## src/rtl/uart_rxq_pkg.sv

```systemverilog
package uart_rxq_pkg;

    typedef enum logic [1:0] {
        TRIG_ONE      = 2'd0,
        TRIG_QUARTER  = 2'd1,
        TRIG_HALF     = 2'd2,
        TRIG_NEARFULL = 2'd3
    } trig_code_e;

    // Threshold in bytes for each select code in queue mode
    function automatic int unsigned trig_bytes(input trig_code_e code);
        case (code)
            TRIG_ONE:     return 1;
            TRIG_QUARTER: return 4;
            TRIG_HALF:    return 8;
            default:      return 14;
        endcase
    endfunction

endpackage

```

## src/rtl/rxq_ring.sv

```systemverilog
module rxq_ring #(
    parameter int unsigned WIDTH = 8,
    parameter int unsigned DEPTH = 16,
    localparam int unsigned PW = (DEPTH > 1) ? $clog2(DEPTH) : 1,
    localparam int unsigned LW = $clog2(DEPTH + 1)
) (
    input  logic             clk,
    input  logic             rst_n,
    input  logic             flush,
    input  logic             push_ok,
    input  logic             pop_ok,
    input  logic [WIDTH-1:0] wdata,
    output logic [WIDTH-1:0] head,
    output logic [LW-1:0]    level_q_o,
    output logic [LW-1:0]    level_nxt
);

    typedef struct packed {
        logic [PW-1:0] wr;
        logic [PW-1:0] rd;
        logic [LW-1:0] lvl;
    } ring_t;

    ring_t st_d, st_q;
    logic [WIDTH-1:0] mem_q [DEPTH];

    function automatic logic [PW-1:0] bump(input logic [PW-1:0] p);
        if (p == PW'(DEPTH - 1)) begin
            return '0;
        end
        return p + PW'(1);
    endfunction

    always_comb begin
        st_d = st_q;
        if (flush) begin
            st_d = '0;
        end else begin
            if (push_ok) begin
                st_d.wr = bump(st_q.wr);
            end
            if (pop_ok) begin
                st_d.rd = bump(st_q.rd);
            end
            st_d.lvl = st_q.lvl + LW'(push_ok) - LW'(pop_ok);
        end
    end

    always_ff @(posedge clk or negedge rst_n) begin
        if (!rst_n) begin
            st_q <= '0;
        end else begin
            st_q <= st_d;
        end
    end

    // Data array: written only, no reset needed
    always_ff @(posedge clk) begin
        if (push_ok && !flush) begin
            mem_q[st_q.wr] <= wdata;
        end
    end

    assign head      = mem_q[st_q.rd];
    assign level_q_o = st_q.lvl;
    assign level_nxt = st_d.lvl;

endmodule

```

## src/rtl/rxq_trig.sv

```systemverilog
module rxq_trig
    import uart_rxq_pkg::*;
#(
    parameter int unsigned DEPTH = 16,
    localparam int unsigned LW = $clog2(DEPTH + 1)
) (
    input  logic          clk,
    input  logic          rst_n,
    input  logic          fifo_en,
    input  logic [1:0]    trig_sel,
    input  logic [LW-1:0] level_nxt,
    output logic          irq
);

    typedef struct packed {
        logic flag;
    } trig_st_t;

    trig_st_t st_d, st_q;
    logic [LW-1:0] thr;

    always_comb begin
        int unsigned raw;
        raw = fifo_en ? trig_bytes(trig_code_e'(trig_sel)) : 1;
        if (raw > DEPTH) begin
            raw = DEPTH;
        end
        thr = LW'(raw);
    end

    always_comb begin
        st_d = st_q;
        if (level_nxt == thr) begin
            st_d.flag = 1'b1;
        end else if (level_nxt < thr) begin
            st_d.flag = 1'b0;
        end
    end

    always_ff @(posedge clk or negedge rst_n) begin
        if (!rst_n) begin
            st_q <= '0;
        end else begin
            st_q <= st_d;
        end
    end

    assign irq = st_q.flag;

endmodule

```

## src/rtl/rxq_timer.sv

```systemverilog
module rxq_timer #(
    parameter int unsigned TO_CHARS = 4,
    localparam int unsigned CW = $clog2(TO_CHARS + 1)
) (
    input  logic clk,
    input  logic rst_n,
    input  logic enable,
    input  logic flush,
    input  logic activity,
    input  logic pop_ok,
    input  logic nonempty,
    input  logic tick,
    output logic irq
);

    typedef struct packed {
        logic [CW-1:0] cnt;
        logic          flag;
    } tmr_t;

    tmr_t st_d, st_q;
    logic counting;

    assign counting = enable && nonempty && tick;

    always_comb begin
        st_d = st_q;
        if (flush || activity) begin
            st_d.cnt = '0;
        end else if (counting && (st_q.cnt < CW'(TO_CHARS - 1))) begin
            st_d.cnt = st_q.cnt + CW'(1);
        end

        if (flush || pop_ok) begin
            st_d.flag = 1'b0;
        end else if (!activity && counting && (st_q.cnt == CW'(TO_CHARS - 1))) begin
            st_d.flag = 1'b1;
        end
    end

    always_ff @(posedge clk or negedge rst_n) begin
        if (!rst_n) begin
            st_q <= '0;
        end else begin
            st_q <= st_d;
        end
    end

    assign irq = st_q.flag;

endmodule

```

## src/rtl/uart_rx_buffer.sv

```systemverilog
module uart_rx_buffer #(
    parameter int unsigned WIDTH    = 8,
    parameter int unsigned DEPTH    = 16,
    parameter int unsigned TO_CHARS = 4,
    localparam int unsigned LW = $clog2(DEPTH + 1)
) (
    input  logic             clk,
    input  logic             rst_n,
    input  logic             fifo_en,
    input  logic [1:0]       trig_sel,
    input  logic             push,
    input  logic [WIDTH-1:0] push_data,
    input  logic             pop,
    input  logic             char_tick,
    output logic [WIDTH-1:0] head_data,
    output logic [LW-1:0]    level,
    output logic             empty,
    output logic             trig_irq,
    output logic             tout_irq,
    output logic             overrun
);

    typedef struct packed {
        logic en_prev;
        logic ovr;
    } top_st_t;

    top_st_t st_d, st_q;

    logic          flush;
    logic          push_ok;
    logic          pop_ok;
    logic          at_cap;
    logic [LW-1:0] cap;
    logic [LW-1:0] lvl_q;
    logic [LW-1:0] lvl_nxt;

    assign flush   = (fifo_en != st_q.en_prev);
    assign cap     = fifo_en ? LW'(DEPTH) : LW'(1);
    assign at_cap  = (lvl_q >= cap);
    assign pop_ok  = pop && (lvl_q != '0) && !flush;
    assign push_ok = push && !flush && (!at_cap || pop_ok);

    always_comb begin
        st_d         = st_q;
        st_d.en_prev = fifo_en;
        if (flush) begin
            st_d.ovr = 1'b0;
        end else if (push && !push_ok) begin
            st_d.ovr = 1'b1;
        end
    end

    always_ff @(posedge clk or negedge rst_n) begin
        if (!rst_n) begin
            st_q <= '0;
        end else begin
            st_q <= st_d;
        end
    end

    rxq_ring #(
        .WIDTH(WIDTH),
        .DEPTH(DEPTH)
    ) ring_i (
        .clk      (clk),
        .rst_n    (rst_n),
        .flush    (flush),
        .push_ok  (push_ok),
        .pop_ok   (pop_ok),
        .wdata    (push_data),
        .head     (head_data),
        .level_q_o(lvl_q),
        .level_nxt(lvl_nxt)
    );

    rxq_trig #(
        .DEPTH(DEPTH)
    ) trig_i (
        .clk      (clk),
        .rst_n    (rst_n),
        .fifo_en  (fifo_en),
        .trig_sel (trig_sel),
        .level_nxt(lvl_nxt),
        .irq      (trig_irq)
    );

    rxq_timer #(
        .TO_CHARS(TO_CHARS)
    ) timer_i (
        .clk     (clk),
        .rst_n   (rst_n),
        .enable  (fifo_en),
        .flush   (flush),
        .activity(push_ok || pop_ok),
        .pop_ok  (pop_ok),
        .nonempty(lvl_q != '0),
        .tick    (char_tick),
        .irq     (tout_irq)
    );

    assign level   = lvl_q;
    assign empty   = (lvl_q == '0);
    assign overrun = st_q.ovr;

endmodule

```

## config.mk

```make
export PLATFORM = sky130hd
export DESIGN_NAME = uart_rx_buffer
export DESIGN_NICKNAME = d
export VERILOG_FILES = /design/src/rtl/uart_rxq_pkg.sv /design/src/rtl/rxq_ring.sv /design/src/rtl/rxq_trig.sv /design/src/rtl/rxq_timer.sv /design/src/rtl/uart_rx_buffer.sv
export SDC_FILE = /design/constraint.sdc
export NUM_CORES = 1
export LEC_CHECK = 0
export ABC_AREA = 1
export BUFFER_PORTS_ARGS = -buffer_cell sky130_fd_sc_hd__clkbuf_2
export CORE_MARGIN = 3
export CORE_UTILIZATION = 40
export CTS_CLUSTER_DIAMETER = 50
export CTS_CLUSTER_SIZE = 12
export DETAILED_ROUTE_END_ITERATION = 8
export SLEW_MARGIN = 10
export SYNTH_ARGS = -nofsm -noshare
export SYNTH_HDL_FRONTEND = slang
export SYNTH_SLANG_ARGS = --single-unit
```

## constraint.sdc

```tcl
create_clock -name clk -period 5.4 [get_ports clk]
set_clock_uncertainty 0.1 [all_clocks]
set_input_delay 0.54 -clock clk [delete_from_list [all_inputs] [get_ports clk]]
set_output_delay 0.54 -clock clk [all_outputs]
set_load 0.02 [all_outputs]
```

## Word level (Yosys, flattened, before mapping)

Memory sizes are Yosys's and may differ from the RTL's.
Index checks and enable logic that the tools add are counted.

- Bits in registers: 20
- Latch bits: 0
- Memory bits (writable): 128
- Memory bits (read-only): 0
- Input port bits: 16
- Output and inout bits: 17
- Word-level logic and storage cells: 80
- Memories kept: 1

Memory list:

| memory | depth | bits a word | rd ports | clocked after memory_dff | write ports | line | source |
|---|---|---|---|---|---|---|---|
| ring_i.mem_q | 16 | 8 | 1 | 0 | 1 | rxq_ring.sv:25 | `logic [WIDTH-1:0] mem_q [DEPTH];` |

- $add $sub $neg: 5
- Multiply operators: 0
- Div/mod/pow operators: 0
- Order comparisons: 4
- Equal/unequal tests: 7
- Shifts and indexed selects: 0
- Multiplexer cells: 27
- Bitwise operators: 0
- Reduce and logical (&&, ||, !) cells: 28

Operator list:

| kind | count |
|---|---|
| $gt A32 B5 Y1 const B | 1 |
| $mux W4 | 7 |
| $mux W1 | 14 |
| $mux W13 | 1 |
| $pmux W4 S3 | 1 |
| $reduce_bool A2 Y1 | 6 |
| $logic_and A1 B1 Y1 | 11 |
| $mux W5 | 2 |
| $add A4 B1 Y4 const B | 2 |
| $eq A4 B4 Y1 const B | 2 |
| $mux W3 | 2 |
| $add A5 B1 Y5 | 1 |
| $eq A5 B5 Y1 | 1 |
| $ge A5 B5 Y1 | 1 |
| $logic_not A5 Y1 | 1 |
| $lt A5 B5 Y1 | 1 |
| $reduce_bool A5 Y1 | 1 |
| $sub A5 B1 Y5 | 1 |
| $logic_not A1 Y1 | 4 |
| $logic_or A1 B1 Y1 | 4 |
| $add A3 B1 Y3 const B | 1 |
| $eq A3 B2 Y1 const B | 1 |
| $lt A3 B2 Y1 const B | 1 |
| $eq A2 B1 Y1 const B | 1 |
| 3 further kinds | 3 |

## Logic depth before layout (Yosys ltp)

- Word-level depth: 13
- Depth in mapped cells: 21
- Gate-level depth less buffers: 21

## Modules after synthesis

A second synthesis with hierarchy kept.

- Cell total of the unflattened synthesis: 758
- Area, all modules: 7150.6 sq um

By module, submodules not included:

| module | instances | cells an instance | area an instance (sq um) | sequential area each (sq um) |
|---|---|---|---|---|
| rxq_ring | 1 | 672 | 6535.0 | 4169.0 |
| rxq_timer | 1 | 31 | 241.5 | 100.1 |
| uart_rx_buffer | 1 | 30 | 215.2 | 50.0 |
| rxq_trig | 1 | 25 | 158.9 | 25.0 |

## Worst setup path before layout

No wires, ideal clock.

- Path kind: input -> register
- From: in fifo_en
- To: reg trig_i.st_q, in the netlist trig_i.irq
- Setup time: 116 ps
- Arrival time: 2901 ps
- Required time: 5184 ps
- Slack: 2283 ps
- Stages on the path: 19
- Cells stage by stage: buf_6 > inv_2 > ha_1 > nand3_1 > nand4_1 > nand3_4 > nand2_4 > inv_8 > ha_1 > fa_1 > o21ai_0 > a21oi_1 > ha_1 > a21oi_1 > nor2_1 > nor2_1 > nand2_1 > nand2_1 > nand2_1

- Word-level cells in the longest chain between the ends: 10

Ends and longest elaborated chain:

| element | line | source |
|---|---|---|
| from (decl) | uart_rx_buffer.sv:9 | `input logic fifo_en,` |
| $mux W5 or $ne A1 B1 Y1 (tied branches) | uart_rx_buffer.sv:39, uart_rx_buffer.sv:38 |  |
| $ge A5 B5 Y1 or $logic_not A1 Y1 (tied branches) | uart_rx_buffer.sv:40, uart_rx_buffer.sv:41, uart_rx_buffer.sv:42 |  |
| $logic_not A1 Y1 or $logic_and A1 B1 Y1 (tied branches) | uart_rx_buffer.sv:42, uart_rx_buffer.sv:41 |  |
| $logic_or A1 B1 Y1 | uart_rx_buffer.sv:42 | `assign push_ok = push && !flush && (!at_cap \|\| pop_ok);` |
| $logic_and A1 B1 Y1 | uart_rx_buffer.sv:42 |  |
| $add A5 B1 Y5 | rxq_ring.sv:45 | `st_d.lvl = st_q.lvl + LW'(push_ok) - LW'(pop_ok);` |
| $sub A5 B1 Y5 | rxq_ring.sv:45 |  |
| $mux W13 (*) | rxq_ring.sv:36 | `if (flush) begin` |
| named net lvl_nxt[2] | uart_rx_buffer.sv:36 | `logic [LW-1:0] lvl_nxt;` |
| $lt A5 B5 Y1 or $eq A5 B5 Y1 (tied branches) | rxq_trig.sv:35, rxq_trig.sv:33 |  |
| $reduce_bool A2 Y1 (no source line) or $mux W1 (tied branches) | n/a |  |
| to (signal assigned) | rxq_trig.sv:44 | `st_q <= st_d;` |
| to (decl) | rxq_trig.sv:19 | `trig_st_t st_d, st_q;` |

The timed path passes the listed nets; every way through them passes the cells marked *.
A chain may end at the register's enable or synchronous reset.

## Worst setup path in the final report

- From: reg ring_i.st_q[6] (netlist name)
- To: out head_data[2]

- Word-level cells in the longest chain between the ends: 1

Ends and longest elaborated chain:

| element | line | source |
|---|---|---|
| from (decl) | rxq_ring.sv:24 | `ring_t st_d, st_q;` |
| from (signal assigned) | rxq_ring.sv:53 | `st_q <= st_d;` |
| $mem_v2 Z16 W8 | n/a |  |
| to (decl) | uart_rx_buffer.sv:15 | `output logic [WIDTH-1:0] head_data,` |

No other way between the ends.

==> key figures <==
Worst hold path
  • Hold WC Path Type: in2reg
  • Hold Crit Depth: 1

Synthesis
  • XOR/XNOR share of the synthesized area: 0.801%
  • Mux share of post-synthesis cell area: 0%
  • Largest family of logic cells by synthesized area: simple AND/OR/NAND/NOR gates
  • Cells after synthesis: 580
  • Synth cell types: 30
  • Simple logic cell fraction of the synthesized area: 15.9%
  • YS warnings: 0
  • #FFs+latches synth: 148
  • Syn_nets: 618
  • Avg Cell Area, Syn: 11.3 um2
  • Post-Synth Adder-Cell Area: 4.31%
  • Cell Area, Synth: 6560 um2
  • Synth Area in Compound Gates: 8.06%
  • Sequential area share after synthesis: 66.2%

Setup path
  • Worst Setup Start Kind: flop
  • Reg2Reg Depth: 20
  • Maximum fanout along the worst path: 25
  • Crit-path slowest cell: dfrtp_1
  • CP most frequent cell: nand2_1
  • WP data required: 4.76 ns
  • Critical-path cell list: nand2_1, inv_2, nand3_1, nand2_1, a21oi_1, o21ai_1, nand2_1, clkbuf_2
  • Crit Path Category: reg2out
  • Peak per-stage delay on the critical path: 0.91 ns
  • Worst EP arrival: 2.80 ns
  • CP Depth: 8
  • Crit path max-delay family: flip-flops
  • Worst setup EP type: output pin
  • Worst Path Buf+Inv: 2

CTS
  • CTS Buf Count: 17
  • Clk_lat worst skew: 0.42 ns
  • CTS tree: done
  • Cts repair resizes: 0
  • CTS Buffer Depth: 2
  • Clk sinks: 148
  • Reg clk slew, reported paths: 0.06 ns
  • H-tree depth: 4
  • Clk Tree Root Cell: clkbuf_16

Pwr
  • Pwr dens: 457 nW/um2
  • Leakage: 2.92 nW
  • Power consumption: 3.44 mW
  • Peak VDD IR: 0.235 mV

Timing
  • Final hold violations: 0
  • Max Slew Vio Count: 0
  • Final setup fails: 0
  • Min cycle time layout: 3.44 ns
  • Total negative slack: 0 ns
  • Fmax achieved: 0.291 GHz
  • Worst slew margin: 41.9%
  • Worst hold margin: 0.235 ns
  • Period utilization: 63.7%
  • Worst-Margin Slew: 0.871 ns
  • Final setup margin: 1.96 ns
  • RSZ-0062 raised after global routing: no

GRT
  • Initial antenna violation count: 0
  • Grt ovf: 0
  • All-layer global routing usage: 17.4%
  • First-pass GRT wire length: 23500 um
  • Vias in the first global route: 4279
  • Pin count of the biggest net entering global routing: 66

Cells and area
  • Inserted Diodes: 0
  • Layout fillers: 1484
  • Final Non-Filler Cells: 833
  • Commonest non-fill, non-tap cell in the layout: edfxtp_1
  • Most frequent cells in the layout: edfxtp_1 (128), nand2_1 (109), nor2_1 (67)
  • NumNets Final: 642
  • Layout cells sized above 1: 14.3%
  • Core Util, Final: 47.0%
  • Finished Cell Area: 7510 um2
  • Syn-to-layout area delta: 14.5%

Place
  • Count of buffers from port buffering: 32
  • DP HPWL: 9230 um
  • RD Place Congestion: 0.788
  • Dpl cell area: 6850 um2
  • Placed insts: 800
  • Setup Slack @ Placement: 1.95 ns

Drt
  • # DRC: 0
  • Via-to-Cell Ratio: 5.14
  • Post-DRT Antenna Nets: 0
  • Drt wl/cell: 17.8 um
  • Number of DRC markers in iteration 0: 311
  • Final WL: 14900 um
  • First drt pass iteration count: 5
  • Via count: 4284

Floorplanning
  • Full die area: 18000 um2
  • Ports: 33
  • DIE HEIGHT: 134 um
  • Initial core utilization: 41.0%
  • Placement row count: 46
  • Die Wd: 134 um
  • Core area: 16000 um2

Outcome
  • Status: finished, final reports clean

Run
  • MaxCap Viol Count: 0
==> worst register-to-register path: stages, from the launching register on <==
cell     delay [ns]
dfrtp_1        0.40
inv_1          0.15
ha_1           0.21
inv_1          0.05
nor2_1         0.11
nand2_2        0.11
nand3_4        0.11
inv_1          0.09
ha_1           0.27
inv_1          0.04
ha_1           0.21
fa_1           0.42
o21ai_0        0.17
a21oi_1        0.08
ha_1           0.32
a21oi_1        0.16
nor2_1         0.05
nor2_1         0.08
nand2_1        0.05
nand2_1        0.05
nand2_1        0.05
==> registers in the layout, summed over array words and instances (netlist names) <==
name and flops:
overrun 1, ring_i.level_q_o 5, ring_i.mem_q 128, ring_i.st_q 8
st_q 1, timer_i.irq 1, timer_i.st_q 3, trig_i.irq 1
==> final cells by class <==
class,instances,area [um2],area share (%)
clock inverter,14,223,2.96
inverter,39,154,2.05
multi-input combinational,363,1910,25.4
clock buffer,18,429,5.71
tap,216,270,3.60
timing repair buffer,35,185,2.46
sequential,148,4350,57.8
==> per-layer routing <==
layer | global-route usage (%) | wire, um
met5 | 0 | 0
met4 | 7.18 | 393
met3 | 3.75 | 584
met2 | 28.6 | 7200
met1 | 22.5 | 6690
==> cells in the mapped netlist <==
master | instances | share of area (%)
a21oi_1 | 30 | 2.3
a31oi_1 | 1 | 0.095
and3_1 | 1 | 0.095
buf_2 | 13 | 0.99
buf_4 | 6 | 0.69
buf_6 | 1 | 0.17
clkbuf_1 | 10 | 0.57
dfrtp_1 | 20 | 7.6
edfxtp_1 | 128 | 59
fa_1 | 1 | 0.31
ha_1 | 21 | 4.0
inv_1 | 33 | 1.9
inv_2 | 5 | 0.29
inv_8 | 1 | 0.17
nand2_1 | 109 | 6.2
nand2_2 | 4 | 0.38
nand2_4 | 6 | 1.0
nand3_1 | 37 | 2.8
nand3_4 | 2 | 0.53
nand4_1 | 7 | 0.67
nor2_1 | 67 | 3.8
nor2_2 | 1 | 0.095
o211ai_1 | 6 | 0.69
o21a_1 | 1 | 0.11
o21ai_0 | 43 | 3.3
o21ai_1 | 6 | 0.46
o22ai_1 | 12 | 1.1
or2_2 | 2 | 0.19
xnor2_1 | 2 | 0.27
xor2_1 | 4 | 0.53
==> cells by family (layout without fill, tap and decap cells) <==
group / count (synthesis) / in the layout
AO/OA/AOI/OAI: 99 / 99
XOR/XNOR: 6 / 6
adder cells (fa/ha/maj): 22 / 22
buffers and inverters: 69 / 106
flip-flops: 148 / 148
AND/OR/NAND/NOR: 236 / 236
==> final timing paths <==
check / startpoint / end / slack, ns
max: ring_i.st_q[6] / head_data[2] / 1.96
min: fifo_en / st_q[1] / 0.23
max reg2reg: ring_i.level_q_o[2] / trig_i.irq / 2.00
min reg2reg: trig_i.irq / trig_i.irq / 0.42
max in group asynchronous: rst_n / ring_i.st_q[5] / 4.29
min in group asynchronous: rst_n / overrun / 0.53
==> where the power goes <==
group	total [mW]	switching, mW	internal [mW]
clock network	1.31	0.479	0.827
registers	1.33	0.0422	1.29
logic	0.801	0.557	0.244
==> what timing repair did <==
| item | 4_1_cts | 5_1_grt |
|---|---|---|
| setup endpoints to repair | 0 | 0 |
| hold buffers | 1 | 0 |
| buffers inserted | 0 | 0 |
| endpoints found under the hold margin | 20 | 0 |
Note: power is estimated with default switching activity, not from simulation.
